$ cat src/rtl/absmap_pkg.sv
// Package: absmap_pkg
// Shared types for the absolute-to-physical mapper.
// Assumes a 64-bit address datapath and a 32-bit narrow address.
package absmap_pkg;
    localparam int unsigned ADDR_W   = 64;
    localparam int unsigned NARROW_W = 32;
    localparam int unsigned PERM_W   = 3;

    // Mapping path chosen from the status bits
    typedef enum logic [1:0] {
        PATH_NONE   = 2'd0,
        PATH_WIDE   = 2'd1,
        PATH_NARROW = 2'd2,
        PATH_LEGACY = 2'd3
    } map_path_t;

    // Space of a narrow address on the newer architecture
    typedef enum logic [1:0] {
        SPACE_MEM = 2'd0,
        SPACE_IO  = 2'd1,
        SPACE_FW  = 2'd2
    } narrow_space_t;

    // Final mapping kind applied by the extender
    typedef enum logic [2:0] {
        KIND_NONE   = 3'd0,
        KIND_WIDE   = 3'd1,
        KIND_ZEXT   = 3'd2,
        KIND_SEXT32 = 3'd3,
        KIND_FW     = 3'd4
    } map_kind_t;

    localparam logic [PERM_W-1:0] PERM_ALL  = 3'b111;
    localparam logic [PERM_W-1:0] PERM_NONE = 3'b000;
endpackage

$ cat src/rtl/absmap_path_sel.sv
// Module: absmap_path_sel
// Chooses the mapping path from the status bits. Translation takes
// priority, then the wide bit, then the architecture version.
// Assumes all inputs are stable around the sampling edge.
module absmap_path_sel
    import absmap_pkg::*;
(
    input  logic      in_valid,
    input  logic      xlat_en,
    input  logic      wide_en,
    input  logic      arch_new,
    output logic      accept,
    output map_path_t path
);
    // Priority selection of the path and acceptance of the request
    always_comb begin
        accept = in_valid && !xlat_en;
        if (!accept)      path = PATH_NONE;
        else if (wide_en) path = PATH_WIDE;
        else if (arch_new) path = PATH_NARROW;
        else              path = PATH_LEGACY;
    end
endmodule

$ cat src/rtl/absmap_space_decode.sv
// Module: absmap_space_decode
// Sorts a narrow address into memory, I/O or firmware space from its
// top two nibbles. Only bits [31:24] of the address are examined.
module absmap_space_decode
    import absmap_pkg::*;
(
    input  logic [7:0]    top_byte,
    output narrow_space_t space
);
    localparam logic [3:0] HIGH_NIB = 4'hF;

    // Region decode from the two nibbles
    always_comb begin
        if (top_byte[7:4] != HIGH_NIB)  space = SPACE_MEM;
        else if (top_byte[3:0] != 4'h0) space = SPACE_IO;
        else                            space = SPACE_FW;
    end
endmodule

$ cat src/rtl/absmap_extend.sv
// Module: absmap_extend
// Produces the 64-bit physical address for a mapping kind.
// Assumes 4 < PA_BITS <= 54 (checked at the top).
module absmap_extend
    import absmap_pkg::*;
#(
    parameter int unsigned PA_BITS = 40
) (
    input  logic [ADDR_W-1:0] addr,
    input  map_kind_t         kind,
    output logic [ADDR_W-1:0] paddr
);
    localparam int unsigned WIDE_PAD = ADDR_W - PA_BITS;
    localparam int unsigned FW_LOW   = PA_BITS - 4;
    localparam logic [ADDR_W-1:0] FW_ONES = ~((64'd1 << FW_LOW) - 64'd1);

    logic [ADDR_W-1:0] wide_val;
    logic [ADDR_W-1:0] zext_val;
    logic [ADDR_W-1:0] sext_val;

    // Candidate results for each extension style
    always_comb begin
        wide_val = {{WIDE_PAD{addr[PA_BITS-1]}}, addr[PA_BITS-1:0]};
        zext_val = {{(ADDR_W-NARROW_W){1'b0}}, addr[NARROW_W-1:0]};
        sext_val = {{(ADDR_W-NARROW_W){addr[NARROW_W-1]}}, addr[NARROW_W-1:0]};
    end

    // Select the candidate for the requested kind
    always_comb begin
        unique case (kind)
            KIND_WIDE:   paddr = wide_val;
            KIND_ZEXT:   paddr = zext_val;
            KIND_SEXT32: paddr = sext_val;
            KIND_FW:     paddr = zext_val | FW_ONES;
            default:     paddr = '0;
        endcase
    end
endmodule

$ cat src/rtl/absmap_out_reg.sv
// Module: absmap_out_reg
// Output register stage: captures an accepted result, holds the
// address otherwise, and grants full permission with each strobe.
module absmap_out_reg
    import absmap_pkg::*;
(
    input  logic              clk,
    input  logic              rst_n,
    input  logic              accept,
    input  logic [ADDR_W-1:0] paddr_d,
    output logic              out_valid,
    output logic [ADDR_W-1:0] out_paddr,
    output logic [PERM_W-1:0] out_perm
);
    // Register result, strobe and permission with synchronous reset
    always_ff @(posedge clk) begin
        if (!rst_n) begin
            out_valid <= 1'b0;
            out_paddr <= '0;
            out_perm  <= PERM_NONE;
        end else begin
            out_valid <= accept;
            out_perm  <= accept ? PERM_ALL : PERM_NONE;
            if (accept) out_paddr <= paddr_d;
        end
    end
endmodule

$ cat src/rtl/abs_phys_mapper.sv
// Module: abs_phys_mapper
// Maps absolute addresses to physical addresses while virtual
// translation is off. One cycle of latency from request to result.
// Assumes PA_BITS in the range 5..54.
module abs_phys_mapper
    import absmap_pkg::*;
#(
    parameter int unsigned PA_BITS = 40
) (
    input  logic                 clk,
    input  logic                 rst_n,
    input  logic                 in_valid,
    input  logic [63:0]          in_addr,
    input  logic                 xlat_en,
    input  logic                 wide_en,
    input  logic                 arch_new,
    output logic                 out_valid,
    output logic [63:0]          out_paddr,
    output logic [2:0]           out_perm
);
    generate
        if (PA_BITS > 54 || PA_BITS < 5) begin : g_bad_width
            $error("abs_phys_mapper: PA_BITS must lie in 5..54");
        end
    endgenerate

    logic          accept;
    map_path_t     path;
    narrow_space_t space;
    map_kind_t     kind;
    logic [ADDR_W-1:0] paddr_d;

    absmap_path_sel u_path (
        .in_valid (in_valid),
        .xlat_en  (xlat_en),
        .wide_en  (wide_en),
        .arch_new (arch_new),
        .accept   (accept),
        .path     (path)
    );

    absmap_space_decode u_space (
        .top_byte (in_addr[31:24]),
        .space    (space)
    );

    // Combine path and space into the extension kind
    always_comb begin
        unique case (path)
            PATH_WIDE:   kind = KIND_WIDE;
            PATH_LEGACY: kind = KIND_ZEXT;
            PATH_NARROW: begin
                unique case (space)
                    SPACE_IO: kind = KIND_SEXT32;
                    SPACE_FW: kind = KIND_FW;
                    default:  kind = KIND_ZEXT;
                endcase
            end
            default:     kind = KIND_NONE;
        endcase
    end

    absmap_extend #(.PA_BITS(PA_BITS)) u_ext (
        .addr  (in_addr),
        .kind  (kind),
        .paddr (paddr_d)
    );

    absmap_out_reg u_out (
        .clk       (clk),
        .rst_n     (rst_n),
        .accept    (accept),
        .paddr_d   (paddr_d),
        .out_valid (out_valid),
        .out_paddr (out_paddr),
        .out_perm  (out_perm)
    );
endmodule

$ cat config.mk
export PLATFORM = sky130hd
export DESIGN_NAME = abs_phys_mapper
export DESIGN_NICKNAME = d
export VERILOG_FILES = /design/src/rtl/absmap_pkg.sv /design/src/rtl/absmap_path_sel.sv /design/src/rtl/absmap_space_decode.sv /design/src/rtl/absmap_extend.sv /design/src/rtl/absmap_out_reg.sv /design/src/rtl/abs_phys_mapper.sv
export SDC_FILE = /design/constraint.sdc
export NUM_CORES = 1
export LEC_CHECK = 0
export ABC_AREA = 1
export BUFFER_PORTS_ARGS = -buffer_cell sky130_fd_sc_hd__buf_2
export CORE_ASPECT_RATIO = 0.6
export CORE_MARGIN = 3
export CORE_UTILIZATION = 50
export CTS_CLUSTER_DIAMETER = 150
export CTS_CLUSTER_SIZE = 12
export DETAILED_ROUTE_END_ITERATION = 6
export PLACE_DENSITY_LB_ADDON = 0.3
export SLEW_MARGIN = 10
export SYNTH_ARGS = -nofsm -noshare
export SYNTH_HDL_FRONTEND = slang
export SYNTH_HIERARCHICAL = 1
export SYNTH_SLANG_ARGS = --single-unit
$ cat constraint.sdc
create_clock -name clk -period 3.4 [get_ports clk]
set_input_delay 0.51 -clock clk [delete_from_list [all_inputs] [get_ports clk]]
set_output_delay 0.51 -clock clk [all_outputs]
set_load 0.005 [all_outputs]
After elaboration in Yosys (flattened, before gate mapping) --
Index checks and enable logic that the tools add are counted.
Word-level totals: register bits after elaboration 68, bits of input ports 70, word-level logic and storage cells 25, output and inout port bits 68
Cells by class: mux-type cells 9, equal/unequal tests 10, reduce and logical (&&, ||, !) cells 3
Operators with widths (count):
- 64-bit one-hot mux with 4 select lines | 1
- 3-bit one-hot mux with 3 select lines | 1
- 2-bit two-way mux | 4
- 2-bit == test, second input constant | 3
- 3-bit by 2-bit == test with 1-bit output, second input constant | 2
- 3-bit one-hot mux with 2 select lines | 1
- 2-bit by 1-bit == test with 1-bit output, second input constant | 2
- 4-bit inequality test, second input constant | 1
- 4-bit nonzero test | 1
- 3-bit by 1-bit == test with 1-bit output, second input constant | 1
- 3-bit == test, second input constant | 1
- 3-bit two-way mux | 1
- 1-bit logical AND | 1
- 1-bit zero test | 1
- 1-bit two-way mux | 1

Depth between registers and ports, before layout --
Gate-level depths: netlist (run 1).
word-level depth 8, gate-level depth with buffers 18, depth with buffers taken out 15

By module --
Netlist (run 1), hierarchy kept.
Modules (own cells, without submodules):
- absmap_out_reg | times used 1, cells an instance 411, area each 2671.3 um^2, sequential area each 1301.2 um^2
- absmap_extend | times used 1, cells an instance 118, area each 767.0 um^2, sequential area each 0.0 um^2
- absmap_space_decode | times used 1, cells an instance 12, area each 47.5 um^2, sequential area each 0.0 um^2
- abs_phys_mapper | times used 1, cells an instance 11, area each 45.0 um^2, sequential area each 0.0 um^2
- absmap_path_sel | times used 1, cells an instance 7, area each 28.8 um^2, sequential area each 0.0 um^2

Worst setup path after synthesis (run 1) --
OpenSTA, ideal clock, no wires.
kind input -> register, start point input port xlat_en, end point register u_out.out_paddr[54], stages on the path 14, required time 3287 ps, setup time 113 ps, path buffers 2, data arrival time 2514 ps, path slack 773 ps, cell sequence inv_2 -> nand2_2 -> nor2_1 -> nor2_2 -> a21oi_1 -> nor2_4 -> nand2_4 -> buf_6 -> nand3_1 -> buf_4 -> inv_1 -> nand2_1 -> nand2_1 -> nor2_1
On the way: word-level cells in the longest chain between the ends 7, elaborated cells on any way between the ends 12, classes of those cells eq/ne: 7; mux: 3; reduce/logical: 2
RTL lines:
- start, declared | line abs_phys_mapper.sv:14 | input logic xlat_en,
- 1-bit zero test * | line absmap_path_sel.sv:17 | accept = in_valid && !xlat_en;
- 1-bit logical AND * | line absmap_path_sel.sv:17
- 2-bit two-way mux * | line absmap_path_sel.sv:18 | if (!accept) path = PATH_NONE;
- named net path[0] | line abs_phys_mapper.sv:28 | map_path_t path;
- 2-bit == test or 2-bit by 1-bit == test with 1-bit output (tied branches) | line abs_phys_mapper.sv:49 | unique case (path)
- 3-bit one-hot mux with 3 select lines * | line abs_phys_mapper.sv:49
- named net kind[1] | line abs_phys_mapper.sv:30 | map_kind_t kind;
- 3-bit == test (tied with other cells) | line absmap_extend.sv:30 | unique case (kind)
- 64-bit one-hot mux with 4 select lines * | line absmap_extend.sv:30
- named net paddr_d[54] | line abs_phys_mapper.sv:31 | logic [ADDR_W-1:0] paddr_d;
- end signal, assigned | line absmap_out_reg.sv:24 | if (accept) out_paddr <= paddr_d;
- end, declared | line absmap_out_reg.sv:12 | output logic [ADDR_W-1:0] out_paddr,
The timed path passes the listed nets; every way through them passes the cells marked *. A chain may end at the register's enable or synchronous reset.

Worst setup path in the final report (run 1) --
start point input port in_addr[25], end point register u_out.out_paddr[22]
On the way: word-level cells in the longest chain between the ends 8, elaborated cells on any way between the ends 12, classes of those cells eq/ne: 6; mux: 5; reduce/logical: 1
RTL lines:
- start, declared | line abs_phys_mapper.sv:13 | input logic [63:0] in_addr,
- 4-bit nonzero test * | line absmap_space_decode.sv:15 | else if (top_byte[3:0] != 4'h0) space = SPACE_IO;
- 2-bit two-way mux * | line absmap_space_decode.sv:15
- 2-bit two-way mux * | line absmap_space_decode.sv:14 | if (top_byte[7:4] != HIGH_NIB) space = SPACE_MEM;
- named net space[1] | line abs_phys_mapper.sv:29 | narrow_space_t space;
- 2-bit == test or 2-bit by 1-bit == test with 1-bit output (tied branches) | line abs_phys_mapper.sv:53 | unique case (space)
- 3-bit one-hot mux with 2 select lines * | line abs_phys_mapper.sv:53
- 3-bit one-hot mux with 3 select lines * | line abs_phys_mapper.sv:49
- named net kind[0] | line abs_phys_mapper.sv:30
- 3-bit == test (tied with other cells) | line absmap_extend.sv:30
- 64-bit one-hot mux with 4 select lines * | line absmap_extend.sv:30
- named net paddr_d[22] | line abs_phys_mapper.sv:31
Marked as above.

==> metrics.txt, run 1 <==
outcome finished, final reports clean; Lkg Pwr 2.23 nW; Fin Setup TNS 0 ns; skew final 0 ns; Worst-path clk slew 0.05 ns; Crit Reg-Reg Startpoint u_out/out_paddr[32]; initial antenna violation count 0; Area Growth Syn to Fin 16.3%; Final Hold Vio Count 0; DR DRC count 0; Post-CTS Hold Buffers 0; Critical Path Slowest Stage Cell o21ai_4; Worst Setup Start Kind primary input; Worst R2R End u_out/out_paddr[32]; CP cell instances buf_2, nor2_2, nand2_1, nor2_1, nor2_1, nand2_1, nand2_1, o21ai_4, a21oi_1, inv_1, nand2_1, nand2_1, nor2_1; H-tree levels 3; IO buf count 113; fmax 401 MHz; hpwl dp 4970 µm; WP data required 3.61 ns; Tcrit/Tclk final 73.4%; Worst Setup EP u_out/out_paddr[22]; vias in the first global route 2,740; grt ovf 0; Cell Count, Final, Fillers Out 723; final setup vio count 0; largest net degree at the start of global routing 70; root buf cell clkbuf_16; crit-path most repeated cell nand2_1; starting density of the core 52.4%; share of layout cells above drive strength 1 26.3%; Synth top area share 36.6%; Pwr Density 475 nW/µm²; DRT antenna net count 0; critical path class in -> reg; synthesized cell area 3560 µm²; # fillers 648; CP startpoint in_addr[25]; Clk Latency, worst-skew pair 0.32 ns; Total Wirelength 7280 µm; first-pass GRT wire length 12,100 µm; Antenna Cells 0; DP Cell Count 707; Synth Instances 559; die area 8200 µm²; post-CTS setup buffers 0; Yosys reg bits 65; MaxCap Viol Count 0; critical path fanouts, max 32; Worst slew margin 22.0%; Die Wd 115 µm; gr usage total 18.2%; CTS max path bufs 2; Min Hold Slack 0.464 ns; cts bufs inserted 9; Synth area leaders dfxtp_1, nand2_1, nor2_1; Final Critical Period 2.49 ns; Tot Pwr 0.00197 W; syn_nets 629; drt wl/cell 10.1 µm; VDD IR max 0.353 mV; gpl congestion 0.787; CTS tree done; chip height 71.4 µm; Ys Warns 6; Rows 23; distinct cell type count of the synthesized netlist 19; crit path DAT 2.71 ns; RSZ-0062 raised after global routing no; Setup crit end kind flip-flop; Max Slew Vio Count 0; Avg Inst Size Synth 6.37 µm²; crit-path max cell delay 0.96 ns; Clock Sink Count 65; worst slew pin tran 1.17 ns; Resized Gates After CTS 0; First-pass DRT Iterations 5; First DRT Iteration DRCs 177; sequential-to-total area share from yosys stat 36.6%; path depth of the worst reg2reg path 2; minimum setup slack among reg-to-reg paths 2.79 ns; via count 3,151; post-DR vias/cell 4.36; Core Footprint 6790 µm²; HP Class reg -> reg; IO Pins 138; post-synth top area cell dfxtp_1; Final nets 701
==> stage by stage <==
step           cell area [µm²]  setup WS (ns)  util, %
6_report                  4140          0.906     61.0
5_1_grt                   4140          0.612     61.0
4_1_cts                   4140          0.885     61.0
3_5_place_dp              3860          0.529     56.8
3_3_place_gp              3860          0.554     56.8
2_1_floorplan             3560          0.773        -
==> kinds of logic (layout without fill, tap and decap cells) <==
family / Yosys count / count (layout) / synth area share, %
AO/OA/AOI/OAI: 38 / 38 / 8.40
buffers and inverters: 166 / 243 / 23.3
flip-flops: 65 / 65 / 36.6
AND/OR/NAND/NOR: 290 / 290 / 31.7
==> cells in the mapped netlist <==
library cell  number
a21oi_2           26
nand2_4            1
nor2_1           137
o21ai_4            1
inv_2              2
nand2_1          138
nand4_1            5
a21oi_1            7
dfxtp_1           65
nor2_4             1
clkbuf_1           1
inv_1            109
nand3_1            5
buf_4             43
nand2_2            1
buf_2              6
nor2_2             2
buf_6              5
o21ai_0            4
==> layer usage <==
layer  vias up  GRT usage, %  share of wire [%]
met4         0          6.51                1.3
met3         7          7.59                8.7
met2        84          28.1                 44
li1       1720             -                  -
met5         -             0                  0
met1      1340          23.0                 46
==> critical path: cells and delay by family <==
| kind | cells | cell delay (ns) |
|---|---|---|
| AND/OR/NAND/NOR | 9 | 0.86 |
| AO/OA/AOI/OAI | 2 | 1.11 |
| buffers and inverters | 2 | 0.21 |
==> layout make-up <==
type | instances | area [µm²] | area share [%]
Sequential cell | 65 | 1300 | 31.4
Tap cell | 87 | 109 | 2.63
Clock inverter | 5 | 30.0 | 0.725
Clock buffer | 11 | 253 | 6.10
Inverter | 111 | 418 | 10.1
Timing Repair Buffer | 116 | 601 | 14.5
Multi-Input combinational cell | 328 | 1430 | 34.5
==> where the power goes <==
group	switching, W	internal, W	total [W]
logic	0.000161	0.000121	0.000282
registers	0.0000225	0.000809	0.000832
clock network	0.000323	0.000528	0.000851
total	0.000507	0.00146	0.00197
==> sequential cells by signal, indices dropped and copies added, names as in the netlist <==
register / count
u_out/out_paddr: 64
u_out/out_perm: 1
==> placed cells by master (no fill, tap or decap), drive strengths merged <==
cell type,Yosys,routed
nand3,5,5
buf,54,116
inv,111,110
a21oi,33,33
nor2,140,140
clkbuf,1,11
clkinvlp,0,2
clkinv,0,4
o21ai,5,5
nand2,140,140
dfxtp,65,65
nand4,5,5
==> worst min-delay path by stage <==
stage / startpoint / slack, ns / endpoint / cells after the start
final: u_out/out_paddr[53] / 0.46 / u_out/out_paddr[53] / 2
after global routing: u_out/out_paddr[41] / 0.49 / u_out/out_paddr[41] / 2
after CTS: u_out/out_paddr[45] / 0.47 / u_out/out_paddr[45] / 2
after detailed placement: u_out/out_paddr[45] / 0.46 / u_out/out_paddr[45] / 2
after global placement: u_out/out_paddr[17] / 0.45 / u_out/out_paddr[17] / 2
after floorplan: u_out/out_paddr[0] / 0.47 / u_out/out_paddr[0] / 2
Note: power is estimated with default switching activity, not from simulation.
==> run 2: changes to the inputs <==
Clock period 3.4 ns to 2.3 ns, I/O delays scaled along.
==> run 2 against run 1 <==
  * Critical path depth unchanged
  * Final cell count up 0.97%
  * Utilization up 1.6 points
  * Largest cell class unchanged
  * Highest routed layer unchanged
==> metrics.txt, run 2 (synthesized netlist as in run 1, its figures left out) <==
Worst slew margin 53.9% (was 22.0%); Clk Latency, worst-skew pair 0.32 ns (about the same); path depth of the worst reg2reg path 2 (unchanged); CTS tree done (unchanged); MaxCap Viol Count 0 (unchanged); critical path fanouts, max 25 (was 32); Switching Share 25.7% (was 25.8%); IO buf count 113 (unchanged); combinational share of power 14.9% (was 14.4%); Final Hold Vio Count 0 (unchanged); vias in the first global route 2,837 (was 2,740); crit-path most repeated cell nand2_1 (unchanged); minimum setup slack among reg-to-reg paths 1.73 ns (was 2.79 ns); post-CTS setup buffers 0 (unchanged); Worst Setup EP u_out/out_paddr[46] (was u_out/out_paddr[22]); Final nets 708 (was 701); Worst R2R End u_out/out_paddr[20] (was u_out/out_paddr[32]); Fin Setup TNS 0 ns (unchanged); starting density of the core 52.4% (unchanged); DRT antenna net count 0 (unchanged); Pint 0.00217 W (was 0.00146 W); Reg with most FFs u_out/out_paddr (unchanged); Crit Reg-Reg Startpoint u_out/out_paddr[20] (was u_out/out_paddr[32]); chip height 71.4 µm (unchanged); skew final 0 ns (unchanged); gr usage total 18.3% (was 18.2%); Max Slew Vio Count 0 (unchanged); Clock Power Share 42.9% (was 43.3%); First-pass DRT Iterations 4 (was 5); cts bufs inserted 9 (unchanged); CP cell instances buf_2, nor2_1, nand2_1, nor2_1, nor2_1, nand2_1, nand2_1, nand4_1, nand3_2, inv_1, nand2_1, nand2_1, nor2_1 (was buf_2, nor2_2, nand2_1, nor2_1, nor2_1, nand2_1, nand2_1, o21ai_4, a21oi_1, inv_1, nand2_1, nand2_1, nor2_1); Rows 23 (unchanged); Critical Path Slowest Stage Cell nand3_2 (was o21ai_4); # fillers 629 (was 648); CTS max path bufs 2 (unchanged); initial antenna violation count 0 (unchanged); Tcrit/Tclk final 85.3%; Routed met3 length 612 µm (was 636 µm); met2 wire len 3300 µm (was 3220 µm); Post-CTS Hold Buffers 0 (unchanged); First DRT Iteration DRCs 181 (was 177); crit-path max cell delay 0.41 ns (was 0.96 ns); largest net degree at the start of global routing 55 (was 70); worst slew pin tran 0.691 ns (was 1.17 ns); post-DR vias/cell 4.38 (was 4.36); Total Wirelength 7420 µm (was 7280 µm); IO Pins 138 (unchanged); outcome finished, final reports clean (unchanged); DR DRC count 0 (unchanged); drt wl/cell 10.2 µm (was 10.1 µm); die area 8200 µm² (unchanged); WL met1 3400 µm (was 3320 µm); H-tree levels 3 (unchanged); VDD IR max 0.430 mV (was 0.353 mV); Die Wd 115 µm (unchanged); first-pass GRT wire length 12,200 µm (was 12,100 µm); Core Footprint 6790 µm² (unchanged); max reg flops 64 (unchanged); RSZ-0062 raised after global routing no (unchanged); Pwr Density 687 nW/µm² (was 475 nW/µm²); fmax 510 MHz; Area Growth Syn to Fin 19.3% (was 16.3%); Lkg Pwr 2.29 nW (was 2.23 nW); CP startpoint in_addr[27] (was in_addr[25]); grt ovf 0 (unchanged); top routing layer in use met4 (unchanged); most frequent cells in the layout nand2_1, nor2_1, buf_2, inv_1, dfxtp_1 (unchanged); critical path class in -> reg (unchanged); Antenna Cells 0 (unchanged); P_sw 0.000749 W (was 0.000507 W); crit path DAT 2.18 ns (was 2.71 ns); Worst Setup Start Kind primary input (unchanged); share of layout cells above drive strength 1 27.2% (was 26.3%); root buf cell clkbuf_16 (unchanged); WP data required 2.52 ns (was 3.61 ns); leading cell type in the layout, fill and taps excluded nand2_1 (unchanged); share of the core filled with cells 62.5% (was 61.0%); gpl congestion 0.769 (was 0.787); biggest regs u_out/out_paddr: 64 flops, u_out/out_perm: 1 flops (unchanged); Setup crit end kind flip-flop (unchanged); via count 3,199 (was 3,151); Worst-path clk slew 0.05 ns (about the same); Seq pwr share 42.2% (was 42.3%); HP Class in -> reg (was reg -> reg); hpwl dp 5190 µm (was 4970 µm); Clock Sink Count 65 (unchanged); Resized Gates After CTS 0 (unchanged); Final Critical Period 1.96 ns; final setup vio count 0 (unchanged)
## run 2: changes by cell type in the layout (fill, tap and decap cells not counted), sizes merged
cell,change
buf,+7
## run 2: worst min-delay path by stage
stage / start / endpoint / cells after the start
floorplan: u_out/out_paddr[0] / u_out/out_paddr[0] / 2
global route: in_addr[11] / u_out/out_paddr[11] / 7
finish: in_addr[7] / u_out/out_paddr[7] / 7
detailed placement: u_out/out_paddr[48] / u_out/out_paddr[48] / 2
CTS: in_addr[11] / u_out/out_paddr[11] / 7
global placement: u_out/out_paddr[13] / u_out/out_paddr[13] / 2
## run 2: power by group through the flow
stage | Sequential, W | Clock, W | Combinational [W]
3_3_place_gp | 0.00125 | 0 | 0.000424
2_1_floorplan | 0.00126 | 0 | 0.000309
6_report | 0.00123 | 0.00125 | 0.000434
5_1_grt | 0.00124 | 0.00133 | 0.000500
4_1_cts | 0.00123 | 0.00130 | 0.000440
3_5_place_dp | 0.00125 | 0 | 0.000437
## run 2: layout make-up
| type | count | area (µm²) | area share (%) |
|---|---|---|---|
| multi-input cells | 328 | 1430 | 33.8 |
| flip-flops and latches | 65 | 1300 | 30.6 |
| repair buffers | 123 | 703 | 16.6 |
| inverters | 111 | 418 | 9.84 |
| clock buffers | 11 | 253 | 5.95 |
| well taps | 87 | 109 | 2.56 |
| clock inverters | 5 | 30.0 | 0.707 |
## run 2: stage by stage
stage | cell area (µm²) | hold WS (ns) | setup WS (ns) | std cells | power [W]
floorplan | 3560 | 0.466 | 0.0702 | 559 | 0.00157
global placement | 3970 | 0.450 | 0.0671 | 714 | 0.00168
detailed placement | 3970 | 0.460 | -0.00128 | 714 | 0.00169
CTS | 4250 | 0.379 | 0.317 | 730 | 0.00297
global route | 4250 | 0.412 | 0.0746 | 730 | 0.00307
finish | 4250 | 0.393 | 0.339 | 730 | 0.00292
## run 2: critical path, delay by kind of cell
family	cells	cell delay [ns]
buffers and inverters	2	0.28
and+or+nand+nor	11	1.55
## run 2: metal layers
metal  global-route usage (%)  vias to the layer above
met1                     21.9                     1366
met5                        0                        -
met2                     30.2                       84
li1                         -                     1738
met3                     7.43                       11
met4                     6.25                        0
==> run 3: changes to the inputs <==
Settings changed: ABC_AREA 1 to not set, CORE_UTILIZATION 50 to 49, PLACE_DENSITY set to 0.81, PLACE_DENSITY_LB_ADDON 0.3 to not set.
==> run 3 against run 2 <==
  * Via count fell by 26%
  * Critical path depth shrank 3
  * Final cell count shrank 33%
  * Non-clock buffer count up 3
  * Sequential power fell by 6%
  * Clock skew stayed put
  * Largest power group unchanged
  * Critical endpoint is now u_out/out_paddr[4]
  * Flip-flop and latch count unchanged
==> metrics.txt, run 3 <==
DRT antenna net count 0 (unchanged); Reg with most FFs u_out/out_paddr (unchanged); final setup vio count 0 (unchanged); fmax 489 MHz (was 510 MHz); Final Cell Area 4200 µm² (was 4250 µm²); Compound-Gate Fraction of Synth Area 2.53% (was 8.40%); HP Class in -> reg (unchanged); max reg flops 64 (unchanged); critical path fanouts, max 32 (was 25); Crit Reg-Reg Startpoint u_out/out_paddr[4] (was u_out/out_paddr[20]); Core Footprint 6410 µm² (was 6790 µm²); Post-CTS Hold Buffers 0 (unchanged); critical path class in -> reg (unchanged); simple-gate share of the synthesized area 27.3% (was 31.7%); Clk Latency, worst-skew pair 0.32 ns (about the same); synthesized cell area 3410 µm² (was 3560 µm²); CP cell instances buf_2, nand2b_4, a21oi_2, nor2_1, a21boi_1, buf_4, o21a_4, nor3b_2, mux2i_1, nor2b_1 (was buf_2, nor2_1, nand2_1, nor2_1, nor2_1, nand2_1, nand2_1, nand4_1, nand3_2, inv_1, nand2_1, nand2_1, nor2_1); Synth Area in XOR/XNOR 0% (unchanged); minimum setup slack among reg-to-reg paths 1.63 ns (was 1.73 ns); Synth Instances 310 (was 559); Pint 0.00247 W (was 0.00217 W); Yosys reg bits 65 (unchanged); Worst-path clk slew 0.05 ns (about the same); Area Growth Syn to Fin 23.2% (was 19.3%); worst hold start in_addr[18] (was in_addr[7]); Ys Warns 6 (unchanged); Avg Inst Size Synth 11.0 µm² (was 6.37 µm²); grt ovf 0 (unchanged); Synth top area share 38.2% (was 36.6%); DR DRC count 0 (unchanged); post-DR vias/cell 4.84 (was 4.38); starting density of the core 53.2% (was 52.4%); Clock Power Share 52.7% (was 42.9%); crit-path max cell delay 0.49 ns (was 0.41 ns); vias in the first global route 2,257 (was 2,837); syn_nets 380 (was 629); most frequent cells in the layout buf_2, nor2b_1, dfxtp_1, mux2i_1, nor3b_2 (was nand2_1, nor2_1, buf_2, inv_1, dfxtp_1); Post-Synth Adder-Cell Area 0% (unchanged); post-CTS setup buffers 0 (unchanged); post-synth top area cell dfxtp_1 (unchanged); H-tree levels 3 (unchanged); WHS Endpoint u_out/out_paddr[18] (was u_out/out_paddr[7]); mux share of post-synthesis cell area 19.1% (was 0%); Worst slew margin 41.0% (was 53.9%); outcome finished, final reports clean (unchanged); most used flip-flop cell after synthesis dfxtp_1 (unchanged); chip height 70.6 µm (was 71.4 µm); distinct cell type count of the synthesized netlist 29 (was 19); root buf cell clkbuf_16 (unchanged); Rows 22 (was 23); WP data required 2.51 ns (was 2.52 ns); ys async rst share 0% (unchanged); share of layout cells above drive strength 1 45.0% (was 27.2%); combinational share of power 9.7% (was 14.9%); Die Wd 114 µm (was 115 µm); Critical Path Slowest Stage Cell o21a_4 (was nand3_2); Setup crit end kind flip-flop (unchanged); Min Hold Slack 0.437 ns (was 0.393 ns); skew final 0 ns (unchanged); Pwr Density 735 nW/µm² (was 687 nW/µm²); initial antenna violation count 0 (unchanged); sequential-to-total area share from yosys stat 38.2% (was 36.6%); hpwl dp 4810 µm (was 5190 µm); share of the core filled with cells 65.5% (was 62.5%); path depth of the worst reg2reg path 2 (unchanged); Worst Hold Path Cells 4 (was 7); Clock Sink Count 65 (unchanged); gpl congestion 0.744 (was 0.769); Placed Area 3840 µm² (was 3970 µm²); CTS tree done (unchanged); die area 8030 µm² (was 8200 µm²); largest net degree at the start of global routing 66 (was 55); gr usage total 17.8% (was 18.3%); crit path DAT 2.25 ns (was 2.18 ns); drt wl/cell 14.2 µm (was 10.2 µm); IO Pins 138 (unchanged); cts bufs inserted 9 (unchanged); Switching Share 19.9% (was 25.7%); IO buf count 113 (unchanged); Total Wirelength 6950 µm (was 7420 µm); Tcrit/Tclk final 89.0% (was 85.3%); Worst Setup Start Kind primary input (unchanged); largest family of logic cells by synthesized area simple AND/OR/NAND/NOR gates (unchanged); Final Hold Vio Count 0 (unchanged); number of synthesized flops with an enable pin 0 (unchanged); Synth area leaders dfxtp_1, mux2i_1, nor2b_1 (was dfxtp_1, nand2_1, nor2_1); worst slew pin tran 0.885 ns (was 0.691 ns); Max Slew Vio Count 0 (unchanged); CTS max path bufs 2 (unchanged); Lkg Pwr 1.85 nW (was 2.29 nW); leading cell type in the layout, fill and taps excluded buf_2 (was nand2_1); Antenna Cells 0 (unchanged); VDD IR max 0.486 mV (was 0.430 mV); Final nets 469 (was 708); Resized Gates After CTS 0 (unchanged); first-pass GRT wire length 11,300 µm (was 12,200 µm); via count 2,363 (was 3,199); most frequent cells after synthesis dfxtp_1, mux2i_1, nor2b_1, nor3b_2, buf_4 (was nand2_1, nor2_1, inv_1, dfxtp_1, buf_4); biggest regs u_out/out_paddr: 64 flops, u_out/out_perm: 1 flops (unchanged); Seq pwr share 37.6% (was 42.2%); MaxCap Viol Count 0 (unchanged); First-pass DRT Iterations 4 (unchanged); Final Critical Period 2.05 ns (was 1.96 ns); Worst R2R End u_out/out_paddr[4] (was u_out/out_paddr[20]); RSZ-0062 raised after global routing no (unchanged); First DRT Iteration DRCs 148 (was 181); P_sw 0.000614 W (was 0.000749 W)
[run 3: changes by cell type after synthesis, moves of 30 or more]
cell,change
nand2_1,-137
nor2_1,-134
inv_1,-103
mux2i_1,+65
nor2b_1,+65
nor3b_2,+30
[run 3: per-layer routing]
layer,routed length (µm),global-route usage [%]
met5,0,0
met1,3280,23.3
met3,514,7.52
met2,3100,26.0
met4,60,6.93
[run 3: worst max-delay path, delay by kind of cell]
family | cells | cell delay, ns
AO/OA/AOI/OAI | 3 | 0.99
AND/OR/NAND/NOR | 4 | 0.43
buffers and inverters | 2 | 0.29
multiplexers | 1 | 0.20
[run 3: cell type report]
| type | count | area, µm² |
|---|---|---|
| inverter | 6 | 23.8 |
| timing repair buffer | 126 | 701 |
| sequential | 65 | 1300 |
| multi-input combinational | 191 | 1710 |
| fill | 519 | 2210 |
| clock buffer | 10 | 229 |
| tap | 84 | 105 |
| clock inverter | 6 | 130 |
[run 3: kinds of logic after synthesis]
group           Yosys count
compound gates           11
mux                      65
flops                    65
buf+inv                  54
simple gates            115
[run 3: power by group through the flow]
| stage | clock network (W) | registers (W) | logic (W) |
|---|---|---|---|
| floorplan | 0 | 0.00119 | 0.000237 |
| global placement | 0 | 0.00118 | 0.000293 |
| detailed placement | 0 | 0.00118 | 0.000298 |
| CTS | 0.00166 | 0.00116 | 0.000300 |
| global route | 0.00173 | 0.00116 | 0.000324 |
| finish | 0.00163 | 0.00116 | 0.000298 |
[run 3: metrics by stage]
step	setup WS, ns	cells	power (W)	setup TNS, ns
6_report	0.254	488	0.00308	0
5_1_grt	0.0639	488	0.00322	0
4_1_cts	0.252	488	0.00312	0
3_5_place_dp	-0.0583	472	0.00148	-0.270
3_3_place_gp	-0.000474	472	0.00148	-0.000474
2_1_floorplan	0.0431	310	0.00142	0
[run 3: worst max path at each step]
| stage | from | end | slack (ns) | depth (start not counted) |
|---|---|---|---|---|
| 6_report | xlat_en | u_out/out_paddr[4] | 0.25 | 10 |
| 5_1_grt | in_addr[25] | u_out/out_paddr[5] | 0.06 | 9 |
| 4_1_cts | xlat_en | u_out/out_paddr[4] | 0.25 | 10 |
| 3_5_place_dp | in_addr[25] | u_out/out_paddr[12] | -0.06 | 9 |
| 3_3_place_gp | xlat_en | u_out/out_paddr[22] | -0.0005 | 10 |
| 2_1_floorplan | xlat_en | u_out/out_paddr[58] | 0.04 | 10 |
